===== src/rtl/phyhs_pkg.sv =====
package phyhs_pkg;
  localparam int FIELD_W      = 16;
  localparam int BIT_CAP_ADDR = 16;
  localparam int BIT_CAP_DATA = 17;
  localparam int BIT_COMMIT   = 18;
  localparam int BIT_FETCH    = 19;
  localparam int ACK_BIT      = 16;

  localparam logic [FIELD_W-1:0] ADDR_RX_OVRD = 16'h1005;
  localparam logic [FIELD_W-1:0] ADDR_RX_STAT = 16'h100D;
  localparam int OVRD_DATA_EN_BIT = 5;
  localparam int OVRD_PLL_EN_BIT  = 3;

  typedef struct packed {
    logic capAddr;
    logic capData;
    logic commit;
    logic fetch;
  } hsStrobe_t;
endpackage


===== src/rtl/phyhs_ctrl.sv =====
module phyhs_ctrl
  import phyhs_pkg::*;
#(
  parameter int ACK_DELAY = 2
) (
  input  logic       clk,
  input  logic       rstN,
  input  logic [3:0] strobeBits,  // {fetch, commit, capData, capAddr}
  output hsStrobe_t  stb,
  output logic       ackOut
);
  localparam int CNT_W = (ACK_DELAY < 2) ? 1 : $clog2(ACK_DELAY + 1);
  localparam logic [CNT_W-1:0] CNT_LAST = CNT_W'(ACK_DELAY - 1);

  logic [3:0]       prevQ;
  logic [3:0]       riseVec;
  logic             anyHigh;
  logic             ackQ;
  logic [CNT_W-1:0] cntQ;

  assign riseVec = strobeBits & ~prevQ;
  assign anyHigh = |strobeBits;

  always_comb begin
    stb.capAddr = riseVec[0];
    stb.capData = riseVec[1];
    stb.commit  = riseVec[2];
    stb.fetch   = riseVec[3];
  end

  always_ff @(posedge clk) begin
    if (!rstN) begin
      prevQ <= '0;
      ackQ  <= 1'b0;
      cntQ  <= '0;
    end else begin
      prevQ <= strobeBits;
      if (anyHigh == ackQ) begin
        cntQ <= '0;
      end else if (cntQ == CNT_LAST) begin
        ackQ <= anyHigh;
        cntQ <= '0;
      end else begin
        cntQ <= cntQ + 1'b1;
      end
    end
  end

  assign ackOut = ackQ;
endmodule


===== src/rtl/phyhs_dpath.sv =====
module phyhs_dpath
  import phyhs_pkg::*;
#(
  parameter int                 NUM_SCRATCH  = 4,
  parameter logic [FIELD_W-1:0] SCRATCH_BASE = 16'h1000
) (
  input  logic               clk,
  input  logic               rstN,
  input  logic [FIELD_W-1:0] field,
  input  hsStrobe_t          stb,
  input  logic               rxValid,
  output logic [FIELD_W-1:0] rdData,
  output logic               dataEnForce,
  output logic               pllEnForce
);
  logic [FIELD_W-1:0] addrQ;
  logic [FIELD_W-1:0] dataQ;
  logic [FIELD_W-1:0] ovrdQ;
  logic [FIELD_W-1:0] rdQ;
  logic [FIELD_W-1:0] scrOr [NUM_SCRATCH+1];
  logic [FIELD_W-1:0] muxVal;

  always_ff @(posedge clk) begin
    if (!rstN) begin
      addrQ <= '0;
      dataQ <= '0;
    end else begin
      if (stb.capAddr) addrQ <= field;
      if (stb.capData) dataQ <= field;
    end
  end

  assign scrOr[0] = '0;

  for (genvar i = 0; i < NUM_SCRATCH; i++) begin : gScr
    logic [FIELD_W-1:0] valQ;
    logic               hit;
    assign hit = (addrQ == FIELD_W'(SCRATCH_BASE + i));
    always_ff @(posedge clk) begin
      if (!rstN)                  valQ <= '0;
      else if (stb.commit && hit) valQ <= dataQ;
    end
    assign scrOr[i+1] = scrOr[i] | (hit ? valQ : '0);
  end

  always_ff @(posedge clk) begin
    if (!rstN)                                    ovrdQ <= '0;
    else if (stb.commit && addrQ == ADDR_RX_OVRD) ovrdQ <= dataQ;
  end

  always_comb begin
    muxVal = scrOr[NUM_SCRATCH];
    if (addrQ == ADDR_RX_OVRD) muxVal = muxVal | ovrdQ;
    if (addrQ == ADDR_RX_STAT) muxVal = muxVal | {{(FIELD_W-1){1'b0}}, rxValid};
  end

  always_ff @(posedge clk) begin
    if (!rstN)          rdQ <= '0;
    else if (stb.fetch) rdQ <= muxVal;
  end

  assign rdData      = rdQ;
  assign dataEnForce = ovrdQ[OVRD_DATA_EN_BIT];
  assign pllEnForce  = ovrdQ[OVRD_PLL_EN_BIT];
endmodule


===== src/rtl/phy_reg_responder.sv =====
module phy_reg_responder
  import phyhs_pkg::*;
#(
  parameter int                 ACK_DELAY    = 2,
  parameter int                 NUM_SCRATCH  = 4,
  parameter logic [FIELD_W-1:0] SCRATCH_BASE = 16'h1000
) (
  input  logic        clk,
  input  logic        rstN,
  input  logic [31:0] ctrlWord,
  input  logic        rxValid,
  output logic [31:0] statWord,
  output logic        rxDataEnForce,
  output logic        rxPllEnForce
);
  hsStrobe_t          stb;
  logic               ack;
  logic [FIELD_W-1:0] rdData;
  logic               unusedHi;

  assign unusedHi = ^ctrlWord[31:20];

  phyhs_ctrl #(.ACK_DELAY(ACK_DELAY)) u_ctrl (
    .clk       (clk),
    .rstN      (rstN),
    .strobeBits(ctrlWord[BIT_FETCH:BIT_CAP_ADDR]),
    .stb       (stb),
    .ackOut    (ack)
  );

  phyhs_dpath #(.NUM_SCRATCH(NUM_SCRATCH), .SCRATCH_BASE(SCRATCH_BASE)) u_dpath (
    .clk        (clk),
    .rstN       (rstN),
    .field      (ctrlWord[FIELD_W-1:0]),
    .stb        (stb),
    .rxValid    (rxValid),
    .rdData     (rdData),
    .dataEnForce(rxDataEnForce),
    .pllEnForce (rxPllEnForce)
  );

  assign statWord = {15'b0, ack, rdData};
endmodule


===== config.mk =====
export PLATFORM = sky130hd
export DESIGN_NAME = phy_reg_responder
export DESIGN_NICKNAME = d
export VERILOG_FILES = /design/src/rtl/phyhs_pkg.sv /design/src/rtl/phyhs_ctrl.sv /design/src/rtl/phyhs_dpath.sv /design/src/rtl/phy_reg_responder.sv
export SDC_FILE = /design/constraint.sdc
export NUM_CORES = 1
export LEC_CHECK = 0
export BUFFER_PORTS_ARGS = -buffer_cell sky130_fd_sc_hd__buf_4
export CORE_MARGIN = 2
export CORE_UTILIZATION = 50
export CTS_CLUSTER_DIAMETER = 60
export CTS_CLUSTER_SIZE = 8
export DETAILED_ROUTE_END_ITERATION = 6
export HOLD_SLACK_MARGIN = 0.08
export PLACE_DENSITY = 0.7
export SETUP_SLACK_MARGIN = 0.02
export SLEW_MARGIN = 20
export SYNTH_ARGS = -nofsm -noshare
export SYNTH_HDL_FRONTEND = slang
export SYNTH_SLANG_ARGS = --single-unit

===== constraint.sdc =====
create_clock -name clk -period 5.72 [get_ports clk]
set_clock_uncertainty 0.2 [all_clocks]
set_input_delay 1.144 -clock clk [delete_from_list [all_inputs] [get_ports clk]]
set_output_delay 1.144 -clock clk [all_outputs]
set_load 0.05 [all_outputs]

==> results of run 1 <==
-- sequential cells by signal, summed over array words and instances, names as in the netlist --
signal / count
u_ctrl.ackOut: 1
u_ctrl.cntQ: 2
u_ctrl.prevQ: 4
u_dpath.addrQ: 16
u_dpath.dataQ: 16
u_dpath.gScr.valQ: 64
u_dpath.ovrdQ: 16
u_dpath.rdData: 16
-- layout by cell type, fill, tap and decap left out, types with 4 or more instances in the layout --
cell / synthesis / final
and2_1: 4 / 4
a21boi_2: 10 / 10
nand2b_1: 7 / 7
o21ai_0: 16 / 16
buf_4: 22 / 44
a221oi_1: 15 / 15
clkbuf_16: 0 / 17
clkbuf_1: 29 / 5
nand2_1: 224 / 224
a222oi_1: 14 / 14
conb_1: 1 / 15
a21boi_1: 58 / 58
a21oi_1: 15 / 15
dfxtp_1: 135 / 135
nand2_2: 7 / 7
a21boi_0: 45 / 45
nor3_4: 6 / 6
clkinv_2: 0 / 4
-- cell families after synthesis --
group / share of synthesized area, %
buffers and inverters: 6.26
muxes: 0.174
xor gates and xnor gates: 0.152
adders and majority gates: 0.217
other: 0.0651
AOI/OAI and AO/OA: 23.4
and+or+nand+nor: 22.8
DFF: 46.9
-- power breakdown --
group	leakage, nW	switching, mW	internal, mW	total (mW)
registers	1.10	0.0290	0.968	0.997
logic	0.947	0.120	0.0624	0.182
clock network	0.260	0.368	0.609	0.978
-- per-stage QoR --
stage | cell area (um^2) | hold slack (ns) | std cells | setup slack [ns] | utilization [%]
2_1_floorplan | 5810 | 0.198 | 671 | 3.17 | -
5_1_grt | 6490 | 0.258 | 825 | 2.66 | 57.4
3_3_place_gp | 5970 | 0.209 | 796 | 2.78 | 52.7
6_report | 6490 | 0.222 | 825 | 2.87 | 57.4
4_1_cts | 6490 | 0.227 | 825 | 2.89 | 57.3
3_5_place_dp | 5970 | 0.219 | 796 | 2.73 | 52.7
-- worst max-delay path: stages (launching register included) --
cell,delay [ns]
dfxtp_1,0.52
and4bb_1,0.28
and4_1,0.76
nand2b_1,0.66
nand2_1,0.23
a21boi_1,0.08
-- metal layers --
metal	share of wire [%]	wire length (um)
met5	0	0
met2	49	6840
met4	1.5	204
met3	6.7	946
met1	43	6030
-- cell type report --
class                      instances  share of cell area [%]
tap                              143                    2.76
sequential                       135                    41.6
timing repair buffer              44                    5.09
clock buffer                      24                    7.26
clock inverter                     5                   0.771
inverter                           2                   0.116
multi-input combinational        472                    42.4
-- synthesized netlist by cell type, types with 2 or more instances --
cell type  count  area [um^2]
nor4_4         3         63.8
inv_1          2         7.51
buf_2          6         30.0
nand3b_1       3         22.5
dfxtp_1      135         2700
a21boi_1      58          435
nand2b_1       7         43.8
nand2_1      224          841
nor3_4         6         97.6
a21boi_0      45          338
o21ai_0       16         80.1
a221oi_1      15          131
buf_4         22          165
a21boi_2      10          113
nand2_2        7         43.8
buf_6          4         45.0
nor4_1         3         18.8
and2_1         4         25.0
a222oi_1      14          140
a21oi_1       15         75.1
nor2b_1        5         31.3
nor2_1         3         11.3
clkbuf_1      29          109
-- worst paths after layout --
| check | from | end | slack (ns) | cells past startpoint |
|---|---|---|---|---|
| max | u_dpath.addrQ[1] | u_dpath.gScr[3].valQ[15] | 2.87 | 5 |
| min | u_ctrl.cntQ[0] | u_ctrl.cntQ[0] | 0.22 | 1 |
| max reg2reg | u_dpath.addrQ[1] | u_dpath.gScr[3].valQ[15] | 2.87 | 5 |
| min reg2reg | u_ctrl.cntQ[0] | u_ctrl.cntQ[0] | 0.22 | 1 |
==> results by group, run 1 <==
Power
  – LEAKAGE: around 2.3 nW
  – Total Power: roughly 2.2 mW
  – PD cells: around 330 mW/mm^2
  – Max VDD drop: between 0.0002 and 0.00025 V

Logic synthesis
  – Synth warn: 0
  – Yosys reg bits: 135
  – Synth cell types: 44
  – Ys flop type: dfxtp_1
  – Post-synth EDFFs: 0
  – Cells after Synth: around 660
  – Seq/Total Area, Yosys: between 40% and 50%
  – Syn_area_per_cell: roughly 8.8 um^2
  – Mapped Area: roughly 0.0058 mm^2
  – Ys async rst share: 0%

Global route
  – All-Layer GR Usage: 23.1%
  – GR Util met3: 5.30%
  – Vias in the first global route: roughly 4400
  – Top Usage Layer GRT: met2
  – First-pass GRT wire length: roughly 23000 um
  – Initial antenna violation count: 0
  – GRT Residual Overflow: 0
  – GRT met2 Usage: between 30% and 40%
  – Largest net degree at the start of global routing: 135
  – Grt met1 use: 29.6%

Clocking
  – Post-CTS sizing: 0
  – Clk sinks: 135
  – CTS Buf Count: 17
  – CTS H-Tree Depth: 4
  – Clock Path Buffers: 2
  – Postcts setup bufs: 0
  – Clock Latency Late Sink: between 0.4 and 0.5 ns
  – Clk root buf: clkbuf_16
  – Hold_buf cts: 0
  – Clock tree from TritonCTS: done
  – Clock-pin slew on the worst setup and hold paths: 0.05 ns

STA
  – Final Cycle Share: 49.8%
  – RSZ-0062 raised after global routing: no
  – Max Fclk: about 350 MHz
  – Final hold violations: 0
  – Final setup TNS: 0 ns
  – Final min period: ~2.8 ns
  – Slew headroom: a little under 30%
  – Final Setup Violations: 0
  – Final Max Tran Viols: 0
  – Slew @ Worst Pin: between 1 and 1.5 ns

Critical path
  – Crit path capture type: flip-flop
  – Worst Path Max Fanout: 17
  – Startpoint Class: flip-flop
  – Worst Path Arrival: around 3 ns
  – CP Data Required Time: a little under 6 ns
  – Critical path type: reg2reg

Final layout
  – Layout cells sized above 1: roughly 15%
  – Multi-input gate area: between 0.002 and 0.003 mm^2
  – # diodes: 0
  – Syn-to-layout area delta: 12.8%
  – FF/Latch Area: about 0.0027 mm^2
  – Fillers: roughly 1000
  – Nets: approximately 700

Place
  – Post-DP HPWL: 8470 um
  – PortBufs: 41
  – GPL Wtd Cong: roughly 0.77

Run
  – MaxCap Viol Count: 0

Routing
  – Drt initial violations: approximately 460
  – Post-route ant nets: 0
  – Drt total wl: about 14000 um
  – Vias/cell: about 5.7
  – Via count: roughly 4700
  – DR DRC count: 0
  – DR WL/cell: around 17 um
  – DR pass1 iterations: 6

Run status
  – Outcome: finished clean

Floorplanning
  – Cell row count: 39
  – CORE AREA: about 0.011 mm^2
  – Die width: between 100 and 150 um
  – Die area: approximately 0.012 mm^2
  – # IOs: a little under 70
  – Initial core utilization: roughly half
  – Die Span Y: between 100 and 150 um

Hold path
  – Worst min path class: reg2reg
Power figures use the tool's default switching activity.
==> inputs of run 2 (changes only) <==
--- a/config.mk
+++ b/config.mk
@@ -12,7 +12,7 @@
 export CTS_CLUSTER_SIZE = 8
 export DETAILED_ROUTE_END_ITERATION = 6
 export HOLD_SLACK_MARGIN = 0.08
-export PLACE_DENSITY = 0.7
+export PLACE_DENSITY = 0.73
 export SETUP_SLACK_MARGIN = 0.02
 export SLEW_MARGIN = 20
 export SYNTH_ARGS = -nofsm -noshare
==> constraint.sdc (replaced) <==
create_clock -name clk -period 2.4 [get_ports clk]
set_clock_uncertainty 0.2 [all_clocks]
set_input_delay 0.48 -clock clk [delete_from_list [all_inputs] [get_ports clk]]
set_output_delay 0.48 -clock clk [all_outputs]
set_load 0.05 [all_outputs]
==> run 2 against run 1 <==
  * The run now ends with design-rule violations left
  * Die area unchanged
  * Global-route usage increased by 1.2 points
  * First-iteration DRC count decreased by 15%
  * Total power increased to 2.6 times the previous value
  * Sequential power increased by 140%
  * Sequential share of layout area decreased by 2.1 points
  * Cell count increased by 3.3%
  * Clock power increased to 2.9 times the previous value
  * Utilization increased by 3.0 points
  * Critical endpoint is now u_dpath.gScr[3].valQ[13]
  * Largest cell class unchanged
==> results by group, run 2 (synthesis gave the netlist of run 1 again) <==
Clocking
  – Clock tree from TritonCTS: done
  – Clock Latency Late Sink: just over 0.4 ns
  – Post-CTS sizing: 0
  – Clock Path Buffers: 2
  – Clk sinks: ~140
  – Postcts setup bufs: 0
  – CTS H-Tree Depth: 4
  – CTS Buf Count: 17
  – Clock-pin slew on the worst setup and hold paths: 0.06 ns
  – Hold_buf cts: 0
  – Clk root buf: clkbuf_16

Final layout
  – Commonest non-fill, non-tap cell in the layout: nand2_1
  – Syn-to-layout area delta: 18.7%
  – Nets: about 730
  – Number of flip-flops in the largest register: between 60 and 70
  – Final core occ: about three fifths
  – Cell area after layout: just under 0.007 mm^2
  – Biggest register: u_dpath.gScr.valQ
  – Layout cells sized above 1: a little under a fifth
  – # diodes: 0
  – Finished Layout Cells: between 800 and 900
  – Most frequent cells in the layout: 224 x nand2_1, 135 x dfxtp_1, 67 x buf_4, 58 x a21boi_1, 45 x a21boi_0

Global route
  – Initial antenna violation count: 0
  – GRT Residual Overflow: 0
  – Largest net degree at the start of global routing: 57
  – Vias in the first global route: between 4000 and 5000
  – All-Layer GR Usage: about a quarter
  – First-pass GRT wire length: approximately 24000 um

STA
  – Final Setup Violations: 0
  – RSZ-0062 raised after global routing: no
  – Final setup margin: 0.177 ns
  – Final setup TNS: 0 ns
  – Final Cycle Share: slightly above 90%
  – Fin Hold WS: approximately 0.099 ns
  – Final hold violations: 0
  – Slew @ Worst Pin: between 0.8 and 0.9 ns
  – Slew headroom: between 40% and 50%
  – Final Max Tran Viols: 0
  – Max Fclk: 450 MHz
  – Final min period: around 2.2 ns

Place
  – Worst slack at placement: ~0.28 ns
  – Placed cell count: about 800
  – Post-DP HPWL: around 9300 um
  – Placed Area: 0.00618 mm^2
  – GPL Wtd Cong: between 0.7 and 0.8
  – PortBufs: between 40 and 50

Floorplanning
  – CORE AREA: 0.0113 mm^2
  – Die width: ~110 um
  – Cell row count: 39
  – Die area: 0.0124 mm^2
  – # IOs: between 60 and 70
  – Die Span Y: ~110 um
  – Initial core utilization: between 50% and 60%

Run status
  – Violated checks: design-rule violations
  – Outcome: finished, violations left

Routing
  – DR WL/cell: between 15 and 20 um
  – Via count: approximately 4800
  – Vias/cell: roughly 5.7
  – DR pass1 iterations: 7
  – Drt initial violations: a little under 400
  – DR DRC count: 5
  – Post-route ant nets: 0
  – Drt total wl: around 15000 um

Critical path
  – CP Data Required Time: between 2 and 2.5 ns
  – Worst Path Arrival: around 2.3 ns
  – Crit path capture type: flip-flop
  – Startpoint Class: flip-flop
  – Critical path type: reg2reg
  – Worst Path Max Fanout: 16

Hold path
  – Worst min path class: in2reg

Run
  – MaxCap Viol Count: 0

Power
  – Max VDD drop: around 0.00044 V
  – Total Power: roughly 5.7 mW
  – LEAKAGE: between 2 and 2.5 nW
  – PD cells: between 800 and 900 mW/mm^2
run 2: changes by cell type in the layout (fill, tap and decap cells not counted), sizes merged:
cell      previous run  this run
buf                 44        69
clkbuf              24        19
bufinv               1         5
clkinvlp             0         3
run 2: power by group:
| part | switching, mW | internal [mW] |
|---|---|---|
| Combinational | 0.294 | 0.158 |
| Sequential | 0.0702 | 2.31 |
| Clock | 0.958 | 1.89 |
run 2: routing by layer:
metal | global-route usage (%) | routed length, um
met1 | 32.1 | 6440
met2 | 38.9 | 6990
met3 | 5.58 | 1010
met4 | 9.63 | 280
met5 | 0 | 0
run 2: final timing paths:
kind | startpoint | end | slack (ns) | depth (start not counted)
max | u_dpath.addrQ[1] | u_dpath.gScr[3].valQ[13] | 0.18 | 5
max reg2reg | u_dpath.addrQ[1] | u_dpath.gScr[3].valQ[13] | 0.18 | 5
min reg2reg | u_ctrl.cntQ[0] | u_ctrl.cntQ[0] | 0.23 | 1
min | ctrlWord[18] | u_ctrl.prevQ[2] | 0.1 | 2
run 2: area by class of cell:
class                      instances  area [um^2]
clock buffer                      19          453
clock inverter                    12          200
fill                             938         4490
inverter                           2         7.51
multi-input combinational        472         2750
sequential                       135         2700
tap                              143          179
timing repair buffer              69          543
run 2: worst max-delay path, cell delays in order (launching register included):
cell and delay, ns:
dfxtp_1 0.53, and4bb_1 0.28, and4_1 0.25, nand2b_1 0.45
nand2_1 0.29, a21boi_1 0.09
==> inputs of run 3 (changes only) <==
--- a/config.mk
+++ b/config.mk
@@ -5,6 +5,7 @@
 export SDC_FILE = /design/constraint.sdc
 export NUM_CORES = 1
 export LEC_CHECK = 0
+export ABC_CLOCK_PERIOD_IN_PS = 2400
 export BUFFER_PORTS_ARGS = -buffer_cell sky130_fd_sc_hd__buf_4
 export CORE_MARGIN = 2
 export CORE_UTILIZATION = 50
@@ -17,4 +18,5 @@
 export SLEW_MARGIN = 20
 export SYNTH_ARGS = -nofsm -noshare
 export SYNTH_HDL_FRONTEND = slang
+export SYNTH_HIERARCHICAL = 1
 export SYNTH_SLANG_ARGS = --single-unit
==> run 3 against run 2 <==
  * The run now ends clean
  * Synthesized cell count is 7.0% lower
  * Non-clock buffer count up 7
  * Worst hold slack worse by 0.0028 ns
  * First-iteration DRC count shrank 22%
  * Clock power shrank 6%
  * Total power fell by 2.2%
  * Critical endpoint is now u_dpath/gScr[1].valQ[8]
  * Combinational power increased by 7.3%
  * Clock-buffer cell count shrank 2
  * Sequential share of layout area shrank 0.45 points
==> results by group, run 3 <==
Critical path
  – R2r setup slk: 0.09 ns
  – Crit. Startpoint: u_dpath/addrQ[15]
  – R2r endpoint: u_dpath/gScr[1].valQ[8]
  – Worst Path Arrival: 2.47 ns
  – Worst setup endpoint: u_dpath/gScr[1].valQ[8]
  – CP Data Required Time: 2.56 ns
  – Reg2reg start: u_dpath/addrQ[15]
  – Critical path type: reg2reg
  – Startpoint Class: flip-flop
  – Crit path capture type: flip-flop
  – R2R depth: 7
  – Worst Path Max Fanout: 16

Power
  – Total Power: between 5 and 6 mW
  – Max VDD drop: just over 0.0005 V
  – LEAKAGE: around 2.5 nW
  – PD cells: ~800 mW/mm^2

Logic synthesis
  – Synth cell count leaders: 165 x nand2_1, 135 x dfxtp_1, 36 x nor2b_1
  – Synth warn: 6
  – Count leader, synth: nand2_1
  – Synth cell types: 33
  – Seq/Total Area, Yosys: between 40% and 50%
  – Share of the synthesized area in the top cell type: ~47%
  – Mapped Area: between 0.005 and 0.006 mm^2
  – Yosys top cell by area: dfxtp_1
  – Syn_area_per_cell: roughly 9.5 um^2
  – Ys flop type: dfxtp_1
  – Top cells by area, synth: dfxtp_1 47%, nand2_1 11%, a21boi_2 5.8%, mux2i_1 5.5%, a21boi_0 3.9%
  – Cells after Synth: 611
  – Post-synth EDFFs: 0
  – Ys async rst share: 0%
  – Yosys reg bits: 135

Routing
  – Drt initial violations: 307
  – DR WL/cell: 15.7 um
  – Drt total wl: about 13000 um
  – Post-route ant nets: 0
  – DR DRC count: 0
  – Vias/cell: around 5.5
  – DR pass1 iterations: 6
  – Via count: 4498

Floorplanning
  – Die Span Y: ~110 um
  – Initial core utilization: between 50 and 60%
  – Cell row count: 39
  – # IOs: between 60 and 70
  – CORE AREA: ~0.011 mm^2
  – Die area: 0.0124 mm^2
  – Die width: ~110 um

Final layout
  – Nets: between 600 and 700
  – Multi-input gate area: 0.00278 mm^2
  – Syn-to-layout area delta: 19.6%
  – Most frequent cells in the layout: 165 x nand2_1, 134 x dfxtp_1, 70 x buf_4, 34 x nor2b_1, 32 x mux2i_1
  – Fillers: roughly 940
  – # diodes: 0
  – Layout cells sized above 1: 22.9%
  – FF/Latch Area: 0.00270 mm^2
  – Biggest register: u_dpath/gScr.valQ
  – Finished Layout Cells: roughly 820
  – Commonest non-fill, non-tap cell in the layout: nand2_1
  – Cell area after layout: a little under 0.007 mm^2
  – Number of flip-flops in the largest register: 64

Global route
  – GRT Residual Overflow: 0
  – All-Layer GR Usage: a little over a fifth
  – First-pass GRT wire length: 21200 um
  – Vias in the first global route: about 4300
  – Largest net degree at the start of global routing: 63
  – Initial antenna violation count: 0

Run status
  – Outcome: finished clean

Hold path
  – Worst min path class: in2reg

STA
  – Final Setup Violations: 0
  – Final Max Tran Viols: 0
  – Fin Hold WS: 0.0963 ns
  – Max Fclk: between 400 and 500 MHz
  – Final hold violations: 0
  – Final setup margin: ~0.086 ns
  – Final Cycle Share: 96.4%
  – Slew headroom: between 60% and 70%
  – Slew @ Worst Pin: roughly 0.57 ns
  – Final min period: 2.31 ns

Place
  – GPL Wtd Cong: a little under 0.8
  – Placed cell count: a little under 800
  – PortBufs: 41
  – Post-DP HPWL: a little under 9000 um
  – Worst slack at placement: -0.00626 ns
  – Placed Area: approximately 0.0062 mm^2

Clocking
  – Clock tree from TritonCTS: done
  – Clock Latency Late Sink: roughly 0.42 ns
  – Clock Path Buffers: 2
  – Clock-pin slew on the worst setup and hold paths: 0.06 ns
  – CTS Buf Count: 17
  – Clk root buf: clkbuf_16
  – Hold_buf cts: 0
  – CTS H-Tree Depth: 4
  – Clk sinks: ~140

Run
  – MaxCap Viol Count: 0
-- run 3: cell count changes in the layout (fill, tap and decap cells not counted), moves of 7 or more --
cell / change
nand2_1: -59
a21boi_1: -37
mux2i_1: +31
nor2b_1: +29
a21boi_2: +20
a21boi_0: -16
nand2_2: -7
nand2b_1: -7
-- run 3: layer usage --
| metal | up-vias | track usage, % | wire length [um] | share of wire (%) |
|---|---|---|---|---|
| li1 | 2197 | - | - | - |
| met2 | 180 | 33.6 | 6130 | 48 |
| met4 | 0 | 7.49 | 115 | 0.90 |
| met3 | 12 | 5.50 | 986 | 7.7 |
| met1 | 2109 | 28.1 | 5580 | 44 |
| met5 | - | 0 | 0 | 0 |
-- run 3: worst min-delay path by stage --
stage	from	end	cells past startpoint
3_5_place_dp	u_dpath/gScr[2].valQ[5]	u_dpath/gScr[2].valQ[5]	2
5_1_grt	ctrlWord[17]	u_ctrl/prevQ[1]	2
4_1_cts	ctrlWord[17]	u_ctrl/prevQ[1]	2
6_report	ctrlWord[17]	u_ctrl/prevQ[1]	2
3_3_place_gp	u_dpath/gScr[2].valQ[5]	u_dpath/gScr[2].valQ[5]	2
2_1_floorplan	u_dpath/gScr[2].valQ[10]	u_dpath/gScr[2].valQ[10]	2
-- run 3: power by group --
group | internal (mW) | switching [mW]
sequential | 2.31 | 0.0664
clock | 1.66 | 1.04
combinational | 0.189 | 0.295
total | 4.15 | 1.40
-- run 3: layout make-up --
cell class	count	area share [%]
Sequential cell	135	39.1
Clock inverter	15	2.77
Timing Repair Buffer	76	9.08
Inverter	2	0.109
Clock buffer	17	6.15
Multi-Input combinational cell	428	40.2
Tap cell	143	2.59
-- run 3: what timing repair did --
action / CTS / global route
resized for setup: 1 / 7
pin swaps: 2 / 3
setup buffers: 2 / 2
endpoints found under the setup margin: 10 / 52
-- run 3: cell families after synthesis --
group,Yosys count,synth area share (%)
other cells,1,0.0649
fa+ha+maj,1,0.216
flops,135,46.8
mux,34,5.93
compound gates,148,20.7
buf+inv,62,6.36
simple gates,230,20.0
-- run 3: metrics by stage --
| step | setup TNS, ns | util (%) |
|---|---|---|
| final | 0 | 60.8 |
| after global routing | -0.00204 | 60.8 |
| after CTS | 0 | 60.5 |
| after detailed placement | -0.00626 | 54.9 |
| after global placement | 0 | 54.9 |
| after floorplan | 0 | - |
-- run 3: critical path, stage by stage, from the launching register on --
cell and delay (ns):
dfxtp_1 0.32, or4_1 0.55, buf_4 0.21, nor4_4 0.36
and2_4 0.21, buf_12 0.14, nand2_1 0.09, a21boi_2 0.16
